$ cat config.mk
export PLATFORM = sky130hd
export DESIGN_NAME = pps_phase_divider
export DESIGN_NICKNAME = d
export VERILOG_FILES = /design/src/rtl/ppsd_pkg.sv /design/src/rtl/ppsd_decade.sv /design/src/rtl/ppsd_nines_detect.sv /design/src/rtl/ppsd_coincide.sv /design/src/rtl/pps_phase_divider.sv
export SDC_FILE = /design/constraint.sdc
export NUM_CORES = 1
export LEC_CHECK = 0
export BUFFER_PORTS_ARGS = -buffer_cell sky130_fd_sc_hd__buf_2
export CAP_MARGIN = 20
export CORE_MARGIN = 5
export CORE_UTILIZATION = 35
export DETAILED_ROUTE_END_ITERATION = 16
export HOLD_SLACK_MARGIN = 0.05
export PLACE_DENSITY = 0.6
export SLEW_MARGIN = 5
export SYNTH_ARGS = -nofsm -noshare
export SYNTH_HDL_FRONTEND = slang
export SYNTH_HIERARCHICAL = 1
export SYNTH_SLANG_ARGS = --single-unit
$ cat constraint.sdc
create_clock -name clk -period 5.2 [get_ports clk]
set_input_delay 1.3 -clock clk [delete_from_list [all_inputs] [get_ports clk]]
set_output_delay 1.3 -clock clk [all_outputs]
set_load 0.05 [all_outputs]
$ cat src/rtl/ppsd_pkg.sv
package ppsd_pkg;

    typedef logic [3:0] bcd_t;

    localparam bcd_t BCD_NINE  = 4'd9;
    localparam bcd_t BCD_EIGHT = 4'd8;

    // State of the all-nines coincidence path
    typedef struct packed {
        logic arm_det;   // all-nines detect, stretched
        logic age;       // one enable has passed since arm_det was set
        logic arm_tick;  // master tick seen while armed
    } coin_state_t;

    function automatic bcd_t clamp_digit(bcd_t d);
        return (d > BCD_NINE) ? BCD_NINE : d;
    endfunction

    function automatic bcd_t nines_comp(bcd_t d);
        return BCD_NINE - clamp_digit(d);
    endfunction

endpackage

$ cat src/rtl/ppsd_decade.sv
module ppsd_decade
    import ppsd_pkg::*;
(
    input  logic clk,
    input  logic rst,
    input  logic load,
    input  bcd_t load_val,
    input  logic step,
    output bcd_t digit
);

    always_ff @(posedge clk) begin
        if (rst) begin
            digit <= '0;
        end else if (load) begin
            digit <= load_val;
        end else if (step) begin
            digit <= (digit == BCD_NINE) ? bcd_t'(0) : bcd_t'(digit + 4'd1);
        end
    end

endmodule

$ cat src/rtl/ppsd_nines_detect.sv
module ppsd_nines_detect
    import ppsd_pkg::*;
#(
    parameter int NDIG = 6
) (
    input  logic [4*NDIG-1:0] chain,
    output logic [NDIG-1:0]   carry_ok,
    output logic              pre_nine
);

    logic [NDIG-1:0] pat;

    // carry_ok[i]: every decade below i reads nine
    assign carry_ok[0] = 1'b1;

    genvar gi;
    generate
        for (gi = 0; gi < NDIG; gi++) begin : g_pat
            if (gi == 0) begin : g_lsd
                assign pat[gi] = (chain[4*gi +: 4] == BCD_EIGHT);
            end else begin : g_upper
                assign pat[gi]      = (chain[4*gi +: 4] == BCD_NINE);
                assign carry_ok[gi] = carry_ok[gi-1] & (chain[4*(gi-1) +: 4] == BCD_NINE);
            end
        end
    endgenerate

    // one more step makes the whole chain read all nines
    assign pre_nine = &pat;

endmodule

$ cat src/rtl/ppsd_coincide.sv
module ppsd_coincide
    import ppsd_pkg::*;
(
    input  logic clk,
    input  logic rst,
    input  logic us_en,
    input  logic tick,
    input  logic det_zero,
    output logic fire,
    output logic arm_tick
);

    coin_state_t st, st_nx;

    assign fire     = us_en & st.arm_det & st.arm_tick;
    assign arm_tick = st.arm_tick;

    always_comb begin
        st_nx = st;
        if (fire) begin
            st_nx.arm_tick = 1'b0;
        end else if (tick && st.arm_det) begin
            st_nx.arm_tick = 1'b1;
        end
        if (det_zero) begin
            st_nx.arm_det = 1'b1;
            st_nx.age     = 1'b0;
        end else if (fire) begin
            st_nx.arm_det = 1'b0;
            st_nx.age     = 1'b0;
        end else if (us_en && st.arm_det) begin
            if (st.age) begin
                st_nx.arm_det = 1'b0;
                st_nx.age     = 1'b0;
            end else begin
                st_nx.age = 1'b1;
            end
        end
    end

    always_ff @(posedge clk) begin
        if (rst) begin
            st <= '0;
        end else begin
            st <= st_nx;
        end
    end

endmodule

$ cat src/rtl/pps_phase_divider.sv
module pps_phase_divider
    import ppsd_pkg::*;
#(
    parameter int NDIG = 6
) (
    input  logic              clk,
    input  logic              rst,
    input  logic              us_en,
    input  logic              master_tick,
    input  logic [4*NDIG-1:0] delay_bcd,
    output logic              pps_n
);

    localparam int W = 4 * NDIG;

    logic [W-1:0]    preset_vec;
    logic [W-1:0]    chain;
    logic [NDIG-1:0] zero_dig;
    logic [NDIG-1:0] carry_ok;
    logic            loaded;
    logic            zero_mode;
    logic            count_en;
    logic            pre_nine;
    logic            det_hit;
    logic            norm_fire;
    logic            det_zero;
    logic            zero_fire;
    logic            z_arm_tick;

    // counting is held off until the first preset and during the preset cycle
    assign count_en = us_en & loaded & ~master_tick;

    genvar gi;
    generate
        for (gi = 0; gi < NDIG; gi++) begin : g_dec
            assign preset_vec[4*gi +: 4] = nines_comp(delay_bcd[4*gi +: 4]);
            assign zero_dig[gi]          = (preset_vec[4*gi +: 4] == 4'd0);

            ppsd_decade u_dec (
                .clk      (clk),
                .rst      (rst),
                .load     (master_tick),
                .load_val (preset_vec[4*gi +: 4]),
                .step     (count_en & carry_ok[gi]),
                .digit    (chain[4*gi +: 4])
            );
        end
    endgenerate

    ppsd_nines_detect #(.NDIG(NDIG)) u_det (
        .chain    (chain),
        .carry_ok (carry_ok),
        .pre_nine (pre_nine)
    );

    assign det_hit   = count_en & pre_nine;
    assign norm_fire = det_hit & ~zero_mode;
    assign det_zero  = det_hit & zero_mode;

    ppsd_coincide u_coin (
        .clk      (clk),
        .rst      (rst),
        .us_en    (us_en),
        .tick     (master_tick),
        .det_zero (det_zero),
        .fire     (zero_fire),
        .arm_tick (z_arm_tick)
    );

    always_ff @(posedge clk) begin
        if (rst) begin
            loaded    <= 1'b0;
            zero_mode <= 1'b0;
        end else if (master_tick) begin
            loaded    <= 1'b1;
            zero_mode <= &zero_dig;
        end
    end

    always_ff @(posedge clk) begin
        if (rst) begin
            pps_n <= 1'b1;
        end else if (us_en) begin
            pps_n <= ~(norm_fire | zero_fire);
        end
    end

endmodule

==> summary.md <==
| Metric | Value |
|---|---|
| Register area | `601 um2` |
| First-pass GRT wire length | `8540 um` |
| CP Class | `in -> reg` |
| Area Growth Syn to Fin | `11.5%` |
| Reg clk slew, reported paths | `0.06 ns` |
| Maximum fanout along the worst path | `26` |
| Clock root buffer | `clkbuf_8` |
| Nets@finish | `327` |
| Die height | `90.7 um` |
| Worst hold path type | `reg -> reg` |
| Delay-heaviest family, CP | `simple AND/OR/NAND/NOR gates` |
| CTS H-tree lvls | `2` |
| Worst path slowest cell | `buf_2` |
| Antenna Cells | `0` |
| Hold buffer count at cts | `0` |
| Cells on worst reg2reg path | `7` |
| Register area share after synthesis | `26.3%` |
| Area of the multi-input gates | `1500 um2` |
| Worst-Skew Late Latency | `0.28 ns` |
| Synth area leaders | `dfxtp_1 26%, mux2i_1 7.9%, inv_1 5.4%` |
| Worst Path Arrival | `2.93 ns` |
| DP HPWL | `3770 um` |
| Status | `finished, final reports clean` |
| Syn nets | `299` |
| Cell Area, Placed | `2470 um2` |
| Syn avg cell area | `8.61 um2` |
| Post-CTS setup buffer count | `0` |
| HP Start | `loaded$_SDFFE_PP0P_` |
| FF-to-FF End | `g_dec[5].u_dec/digit[3]$_SDFFE_PP0P_` |
| Drt drc | `0` |
| Clk buf depth | `2` |
| Leakage power total | `1.09 nW` |
| CTS buffer count | `5` |
| Hold path depth | `2` |
| FFs w/ async S/R, synth | `0%` |
| Initial antenna violation count | `0` |
| Part of the cycle the worst path needs | `52.0%` |
| Routed WL | `5100 um` |
| Post-CTS Resized | `0` |
| Synthesized flop and latch total | `30` |
| Slew headroom | `47.6%` |
| Top cell type's share of synthesized area | `26.3%` |
| Vias after detailed routing | `1908` |
| Final Setup Violations | `0` |
| R2r startpoint | `g_dec[0].u_dec/digit[0]$_SDFFE_PP0P_` |
| Drt pass-1 iters | `4` |
| Slew Limit Fails | `0` |
| GRT Overall Usage | `12.7%` |
| Worst setup SP type | `input pin` |
| Cells along the critical path | `buf_2 > and3b_1 > and2_1 > nor2b_1 > a311oi_1 > a41o_1` |
| Num Clock Sinks | `30` |
| Required @ worst endpoint | `5.42 ns` |
| Hold worst-path end | `loaded$_SDFFE_PP0P_` |
| WP buf/inv | `1` |
| R2R setup slack | `3.30 ns` |
| Most frequent cells in the layout | `33 x inv_1, 30 x dfxtp_1, 28 x buf_2` |
| Core area | `6350 um2` |
| Synth area leader | `dfxtp_1` |
| Filler Cell Count | `646` |
| Port Buf Inserts | `28` |
| Top FF cell, synth | `dfxtp_1` |
| Setup tns final | `0 ns` |
| Drt via density | `5.16` |
| Fin area | `2540 um2` |
| Cell row count | `29` |
| Total stage count of the critical path | `6` |
| Final ANT Viol Nets | `0` |
| Syn. warnings | `6` |
| Yosys cell types | `44` |
| Congestion Overflow GR | `0` |
| DIE AREA | `8230 um2` |
| Highest Clock Rate | `370 MHz` |
| Drt wl/cell | `13.8 um` |
| Largest stage delay on the critical path | `0.45 ns` |
| Clock Skews | `0.00315 ns` |
| RSZ-0062 raised after global routing | `false` |
| 1st-iter DRT viols | `101` |
| Synth Instances | `265` |
| Final min period | `2.70 ns` |
| Mapped cell area | `2280 um2` |
| CTS tree | `done` |
| Final hold violation count | `0` |
| Die W | `90.7 um` |
| Peak supply drop | `0.000124 V` |
| Initial Utilization | `35.9%` |
| Largest net degree at the start of global routing | `38` |
| Ports | `29` |
| Vias in the first global route | `1810` |
| Pwr Density | `217 nW/um2` |
| Post-synth EDFFs | `0` |
| Layout cells sized above 1 | `21.5%` |
| Slew @ Worst Pin | `0.786 ns` |
| Type of element capturing the critical path | `flop` |
| Final GP Congestion | `0.801` |
| Commonest non-fill, non-tap cell in the layout | `inv_1` |
| Max Cap Viol | `0` |
[cells by family (layout without fill, tap and decap cells)]
logic type,Yosys count,after routing,share of synthesized area [%]
and+or+nand+nor,95,95,27.0
AOI/OAI and AO/OA,56,56,20.5
buffers and inverters,41,69,7.95
DFF,30,30,26.3
xor gates and xnor gates,18,18,6.91
muxes,18,18,7.90
adders and majority gates,6,6,3.29
other,1,1,0.164
[flip-flops by register name, indices dropped and copies added, names as in the netlist]
name and cells:
u_coin/st 2, loaded 1, g_dec.u_dec/digit 24, pps_n 1, u_coin/arm_tick 1, zero_mode 1
[per-stage QoR]
step           utilization (%)  setup WS [ns]  std cells  power (mW)  hold WS [ns]
2_1_floorplan                -           2.57        265       0.342         0.427
3_3_place_gp              38.9           2.24        363       0.378         0.439
3_5_place_dp              38.9           2.22        363       0.379         0.453
4_1_cts                   40.1           2.50        370       0.561         0.469
5_1_grt                   40.1           2.34        370       0.586         0.542
6_report                  40.1           2.50        370       0.552         0.472
[worst register-to-register path, stage by stage, from the launching register on]
cell	delay, ns
dfxtp_1	0.47
and4bb_2	0.32
nand3_2	0.10
nor2_1	0.12
and2_1	0.22
nor2b_1	0.21
a311oi_1	0.12
a41o_1	0.23
[how the worst max path moves through the flow]
stage | from | endpoint | slack (ns)
after global routing | master_tick | g_dec[2].u_dec/digit[3]$_SDFFE_PP0P_ | 2.34
final | master_tick | g_dec[2].u_dec/digit[3]$_SDFFE_PP0P_ | 2.50
after floorplan | delay_bcd[7] | zero_mode$_SDFFE_PP0P_ | 2.57
after detailed placement | master_tick | g_dec[2].u_dec/digit[3]$_SDFFE_PP0P_ | 2.22
after CTS | master_tick | g_dec[2].u_dec/digit[3]$_SDFFE_PP0P_ | 2.50
after global placement | master_tick | g_dec[2].u_dec/digit[3]$_SDFFE_PP0P_ | 2.24
[cells in the mapped netlist, types with 2 or more instances]
cell,count
a211o_1,7
a21oi_1,13
a221oi_2,6
a311oi_1,7
a41o_1,6
and2_1,6
and4bb_2,4
buf_4,7
dfxtp_1,30
ha_1,6
inv_1,33
mux2i_1,18
nand2_1,7
nand2_2,6
nand2b_1,19
nand3_1,7
nand4_1,3
nor2_1,15
nor2_2,4
nor2b_1,7
nor3_2,2
nor4_1,2
o21a_1,13
xnor2_1,6
xor2_1,12
[layer usage]
metal,vias to the layer above,global-route usage (%),wire [um]
met3,5,3.17,198
met2,31,21.2,2450
met5,-,0,0
met4,0,4.09,59
li1,980,-,-
met1,892,15.9,2400
[power breakdown]
| part | switching [mW] | total, mW | internal (mW) |
|---|---|---|---|
| combinational | 0.0582 | 0.110 | 0.0518 |
| clock | 0.0859 | 0.178 | 0.0920 |
| sequential | 0.0199 | 0.264 | 0.244 |
| total | 0.164 | 0.552 | 0.388 |
[final cells by class]
type / count / area share [%]
timing repair buffer: 29 / 5.80
clock buffer: 7 / 3.00
tap: 77 / 3.79
sequential: 30 / 23.6
multi-input combinational: 194 / 58.9
inverter: 33 / 4.87
Note: power is estimated with default switching activity, not from simulation.
